**config.mk**
```make
export PLATFORM = sky130hd
export DESIGN_NAME = wdt_top
export DESIGN_NICKNAME = d
export VERILOG_FILES = /design/src/rtl/wdt_pkg.sv /design/src/rtl/wdt_ctrl.sv /design/src/rtl/wdt_datapath.sv /design/src/rtl/wdt_top.sv
export SDC_FILE = /design/constraint.sdc
export NUM_CORES = 1
export LEC_CHECK = 0
export ABC_AREA = 0
export BUFFER_PORTS_ARGS = -buffer_cell sky130_fd_sc_hd__buf_4
export CORE_MARGIN = 2
export CORE_UTILIZATION = 37
export CTS_CLUSTER_SIZE = 40
export DETAILED_ROUTE_END_ITERATION = 7
export SLEW_MARGIN = 20
export SYNTH_ARGS = -nofsm -noshare
export SYNTH_HDL_FRONTEND = slang
export SYNTH_HIERARCHICAL = 1
export SYNTH_SLANG_ARGS = --single-unit
```
**constraint.sdc**
```tcl
create_clock -name clk -period 5.1 [get_ports clk]
set_clock_uncertainty 0.05 [all_clocks]
set_input_delay 1.53 -clock clk [delete_from_list [all_inputs] [get_ports clk]]
set_output_delay 1.53 -clock clk [all_outputs]
set_load 0.005 [all_outputs]
```
**src/rtl/wdt_pkg.sv**
```systemverilog
package wdt_pkg;
  localparam int unsigned CTL_W    = 16;
  localparam int unsigned ROLL_BIT = 15;
  localparam int unsigned EN_LSB   = 4;
  localparam int unsigned EN_W     = 8;
  localparam int unsigned SEL_LSB  = 1;
  localparam int unsigned SEL_W    = 2;
  localparam int unsigned NUM_EVT  = 3;
  localparam logic [EN_W-1:0] DIS_CODE = 8'hAD;

  typedef enum logic [1:0] {RD_NONE, RD_CTL, RD_CNT, RD_STAT} rd_sel_e;

  typedef struct packed {
    logic    wrCtl;
    logic    wrCnt;
    logic    wrStat;
    rd_sel_e rdSel;
  } strobe_t;
endpackage

```
**src/rtl/wdt_ctrl.sv**
```systemverilog
module wdt_ctrl
  import wdt_pkg::*;
#(
  parameter int unsigned ADDR_W   = 4,
  parameter int unsigned CTL_OFF  = 0,
  parameter int unsigned CNT_OFF  = 4,
  parameter int unsigned STAT_OFF = 8
) (
  input  logic              clk,
  input  logic              rstN,
  input  logic              busSel,
  input  logic              busWrite,
  input  logic              busWord,
  input  logic [ADDR_W-1:0] busAddr,
  output strobe_t           stb
);
  logic hitCtl, hitCnt, hitStat;

  // Width must match the register: halfword for control, word for the rest.
  always_comb begin
    hitCtl  = (busAddr == ADDR_W'(CTL_OFF))  && !busWord;
    hitCnt  = (busAddr == ADDR_W'(CNT_OFF))  &&  busWord;
    hitStat = (busAddr == ADDR_W'(STAT_OFF)) &&  busWord;
    stb = '{wrCtl: 1'b0, wrCnt: 1'b0, wrStat: 1'b0, rdSel: RD_NONE};
    if (busSel) begin
      if (busWrite) begin
        stb.wrCtl  = hitCtl;
        stb.wrCnt  = hitCnt;
        stb.wrStat = hitStat;
      end else if (hitCtl) begin
        stb.rdSel = RD_CTL;
      end else if (hitCnt) begin
        stb.rdSel = RD_CNT;
      end else if (hitStat) begin
        stb.rdSel = RD_STAT;
      end
    end
  end

  a_r9_single_strobe: assert property (@(posedge clk) disable iff (!rstN)
    $onehot0({stb.wrCtl, stb.wrCnt, stb.wrStat}));

  a_r9_idle_no_write: assert property (@(posedge clk) disable iff (!rstN)
    !(busSel && busWrite) |-> !(stb.wrCtl || stb.wrCnt || stb.wrStat));

  a_r9_idle_no_read: assert property (@(posedge clk) disable iff (!rstN)
    !(busSel && !busWrite) |-> stb.rdSel == RD_NONE);
endmodule

```
**src/rtl/wdt_datapath.sv**
```systemverilog
module wdt_datapath
  import wdt_pkg::*;
#(
  parameter int unsigned CNT_W  = 32,
  parameter int unsigned DATA_W = 32
) (
  input  logic               clk,
  input  logic               rstN,
  input  strobe_t            stb,
  input  logic [DATA_W-1:0]  wdata,
  output logic [DATA_W-1:0]  rdata,
  output logic [NUM_EVT-1:0] evt
);
  logic             rollFlag;
  logic [EN_W-1:0]  enCode;
  logic [SEL_W-1:0] evtSel;
  logic [CNT_W-1:0] cntReg, statReg;
  logic             enabled, atZero;
  logic [CTL_W-1:0] ctlView;

  assign enabled = (enCode != DIS_CODE);
  assign atZero  = (statReg == '0);

  always_comb begin
    ctlView = '0;
    ctlView[ROLL_BIT] = rollFlag;
    ctlView[EN_LSB +: EN_W] = enCode;
    ctlView[SEL_LSB +: SEL_W] = evtSel;
  end

  always_ff @(posedge clk) begin
    if (!rstN) begin
      rollFlag <= 1'b0;
      enCode   <= DIS_CODE;
      evtSel   <= '0;
      cntReg   <= '0;
      statReg  <= '0;
    end else begin
      if (stb.wrCtl) begin
        enCode <= wdata[EN_LSB +: EN_W];
        evtSel <= wdata[SEL_LSB +: SEL_W];
      end
      // A fresh expiry beats a clear in the same cycle.
      if (enabled && atZero)
        rollFlag <= 1'b1;
      else if (stb.wrCtl && wdata[ROLL_BIT])
        rollFlag <= 1'b0;
      if (stb.wrCnt && !enabled) begin
        cntReg  <= wdata[CNT_W-1:0];
        statReg <= wdata[CNT_W-1:0];
      end else if (stb.wrStat && enabled) begin
        statReg <= cntReg;
      end else if (enabled && !atZero) begin
        statReg <= statReg - 1'b1;
      end
    end
  end

  for (genvar i = 0; i < NUM_EVT; i++) begin : g_evt
    assign evt[i] = rollFlag && (evtSel == SEL_W'(i));
  end

  always_comb begin
    unique case (stb.rdSel)
      RD_CTL:  rdata = DATA_W'(ctlView);
      RD_CNT:  rdata = DATA_W'(cntReg);
      RD_STAT: rdata = DATA_W'(statReg);
      default: rdata = '0;
    endcase
  end

  a_r2_step_down: assert property (@(posedge clk) disable iff (!rstN)
    enabled && !atZero && !stb.wrStat |=> statReg == CNT_W'($past(statReg) - 1'b1));

  a_r3_hold_zero: assert property (@(posedge clk) disable iff (!rstN)
    enabled && atZero && !stb.wrStat |=> (statReg == '0) && rollFlag);

  a_r4_one_event: assert property (@(posedge clk) disable iff (!rstN)
    $onehot0(evt));

  a_r5_roll_sticky: assert property (@(posedge clk) disable iff (!rstN)
    rollFlag && !stb.wrCtl |=> rollFlag);

  a_r7_cnt_locked: assert property (@(posedge clk) disable iff (!rstN)
    enabled && stb.wrCnt |=> $stable(cntReg));

  a_r8_stat_ignored: assert property (@(posedge clk) disable iff (!rstN)
    !enabled && stb.wrStat |=> $stable(statReg));
endmodule

```
**src/rtl/wdt_top.sv**
```systemverilog
module wdt_top
  import wdt_pkg::*;
#(
  parameter int unsigned ADDR_W = 4,
  parameter int unsigned CNT_W  = 32
) (
  input  logic              clk,
  input  logic              rstN,
  input  logic              busSel,
  input  logic              busWrite,
  input  logic              busWord,
  input  logic [ADDR_W-1:0] busAddr,
  input  logic [31:0]       busWdata,
  output logic [31:0]       busRdata,
  output logic              evtReset,
  output logic              evtNmi,
  output logic              evtGpi
);
  strobe_t            stb;
  logic [NUM_EVT-1:0] evtVec;

  wdt_ctrl #(.ADDR_W(ADDR_W)) u_ctrl (
    .clk(clk), .rstN(rstN), .busSel(busSel), .busWrite(busWrite),
    .busWord(busWord), .busAddr(busAddr), .stb(stb)
  );

  wdt_datapath #(.CNT_W(CNT_W), .DATA_W(32)) u_dp (
    .clk(clk), .rstN(rstN), .stb(stb), .wdata(busWdata),
    .rdata(busRdata), .evt(evtVec)
  );

  assign evtReset = evtVec[0];
  assign evtNmi   = evtVec[1];
  assign evtGpi   = evtVec[2];
endmodule

```
==> out/metrics.cfg <==
[outcome]
status = completed

[clock_tree]
cts_root_buffer = clkbuf_16
post_cts_buffers = 0
cts_resized = 0
cts_buffers = 9
htree_levels = 3
cts.reportedPaths.clkPinSlew_ps = 60
cts_tree = yes
cts_sinks = 75
clk_latency_ps = 330
cts.path.max_buffers = 2
postCtsHoldBufs = 0

[power]
power_density_nw_per_um2 = 296
p_leak_nw = 2.10
irDropWorstVdd_uv = 144

[yosys]
syn_area_per_cell_sq_um = 7.84
syn_inst = 585
dominantRegCellSynth = dfxtp_1
synth-seq-cells = 75
synth_edf_count = 0
ys_seq_area_share_pct = 32.8
syn_area_sq_um = 4580
yosys_warnings = 6
synth.net_count = 627
ys_types = 55
async_flop_share_pct = 0

[die]
start_util_pct = 38.0
die_area_sq_um = 13300
die_w_um = 115
die_h_um = 115
num_io_pins = 76
num_rows = 40
core_sq_um = 12100

[sta]
worst_slew_pin_slew_ps = 809
max_freq_mhz = 198
maxSlewViolCount = 0
tns_ps = 0
period_share_pct = 99.2
hold_violations = 0
setup_ws_ps = 43.2
fin_crit_ps = 5060
relSlewSlack_pct = 45.9
setup_viol = 0
rsz0062_at_grt = false

[worst_setup_path]
reg2reg_slack_ps = 2080
rr_worst_depth = 8
crit_required_ps = 3520
cp_cell_sequence = buf_4, or4b_4, nor3_4, buf_12, buf_4, mux2i_1, nor2b_1, buf_4
path_max_fanout = 23
path_class = input pin to output pin
end_kind = output pin
worst_setup_path_start_kind = input pin
cp_common_cell = buf_4
reg2reg_from = u_dp/statReg[0]
r2r-end = u_dp/statReg[6]
critPathSlowestCell = or4b_4
critical_path.endpoint = busRdata[31]
crit_path_start = busAddr[1]
worstPathArrival_ps = 3480
slowest_delay_ps = 570

[drt]
drt_iter0_drc = 239
vias = 4396
antenna_left = 0
wirelength_um = 13400
first_pass_iters = 5
wire_per_inst_um = 16.6
drc_errors = 0
routed_via_density = 5.44

[global_routing]
antenna_found_initial = 0
grt_pass1_wl_um = 21400
grt_overflow_total = 0
track_usage_pct = 20.1
grt_pass1_vias = 4184
grt_max_degree = 81

[finish]
area_growth_pct = 23.3
nets = 678
drive_gt1_share_pct = 20.3
fill_cells = 1192
diodes = 0

[run]
cap_violations = 0

[placement]
post-place-ws_ps = 61.7
gp_congestion = 0.799
port_buffers = 75
dp_hpwl_um = 8970

[min_path]
hold_path.class = register to register

state kept, by name, summed over array words and instances, names as in the netlist:
name	flops
u_dp/cntReg	32
u_dp/statReg	32
u_dp/rollFlag	1
u_dp/evtSel	2
u_dp/enCode	8
cell families (layout without fill, tap and decap cells):
| family | after synthesis | after routing | synth area share (%) |
|---|---|---|---|
| AND/OR/NAND/NOR | 237 | 237 | 26.4 |
| AO/OA/AOI/OAI | 152 | 152 | 21.6 |
| adder cells (fa/ha/maj) | 1 | 1 | 0.273 |
| multiplexers | 43 | 43 | 9.72 |
| XOR/XNOR | 25 | 25 | 4.78 |
| buffers and inverters | 52 | 107 | 4.48 |
| flip-flops | 75 | 75 | 32.8 |
report_power, final:
part,switching (mW),internal [mW]
logic,0.200,0.164
clock network,0.251,0.437
registers,0.0213,0.599
total,0.472,1.20
cell usage in the layout, fill, tap and decap left out, drive strengths merged, types with 12 or more instances in the layout:
| master | instances |
|---|---|
| nor2 | 46 |
| mux2 | 12 |
| nor4 | 14 |
| mux2i | 31 |
| nand2 | 93 |
| buf | 88 |
| dfxtp | 75 |
| xnor2 | 14 |
| nand3 | 13 |
| nor3 | 13 |
| o21ai | 49 |
| a21boi | 32 |
| a31oi | 22 |
| nor2b | 28 |
stage by stage:
stage	area [sq um]	std cells	util, %	power, mW	hold WS, ps
6_report	5650	808	46.9	1.67	431
3_3_place_gp	5340	793	44.2	0.981	417
5_1_grt	5650	808	46.9	1.75	454
3_5_place_dp	5340	793	44.2	0.990	425
2_1_floorplan	4580	585	-	0.896	402
4_1_cts	5650	808	46.9	1.68	433
routing by layer:
metal,vias to the layer above,global-route usage (%),share of wire [%]
met1,2075,27.4,48
li1,2177,-,-
met2,123,32.0,46
met5,-,0,0
met3,21,3.64,4.6
met4,0,7.31,2.1
how the worst min path moves through the flow:
| stage | startpoint | end | cells past startpoint |
|---|---|---|---|
| 2_1_floorplan | u_dp/cntReg[14] | u_dp/cntReg[14] | 2 |
| 3_3_place_gp | u_dp/cntReg[31] | u_dp/cntReg[31] | 2 |
| 3_5_place_dp | u_dp/cntReg[27] | u_dp/cntReg[27] | 2 |
| 4_1_cts | u_dp/cntReg[27] | u_dp/cntReg[27] | 2 |
| 5_1_grt | u_dp/cntReg[9] | u_dp/cntReg[9] | 2 |
| 6_report | u_dp/cntReg[27] | u_dp/cntReg[27] | 2 |
cells in the mapped netlist, drive strengths merged, types with 12 or more instances:
master  count  share of area (%)
mux2       12                2.9
xnor2      14                2.7
nor3       13                1.8
nand2      93                7.6
nor4       14                2.6
a21boi     32                5.2
nand3      13                1.4
nor2       46                3.8
clkbuf     37                3.0
nor2b      28                3.8
mux2i      31                6.8
o21ai      49                5.3
dfxtp      75                 33
a31oi      22                3.0
layout make-up:
| class | instances | area (sq um) | share of cell area, % |
|---|---|---|---|
| Clock buffer | 10 | 239 | 4.23 |
| Sequential cell | 75 | 1500 | 26.6 |
| Multi-Input combinational cell | 458 | 2920 | 51.7 |
| Timing Repair Buffer | 88 | 686 | 12.1 |
| Clock inverter | 5 | 77.6 | 1.37 |
| Inverter | 4 | 15.0 | 0.266 |
| Tap cell | 168 | 210 | 3.72 |
worst max-delay path, delay by kind of cell:
| kind | cells | cell delay (ps) |
|---|---|---|
| simple gates | 3 | 870 |
| buf+inv | 4 | 750 |
| mux | 1 | 310 |
(Power assumes the default switching activity.)
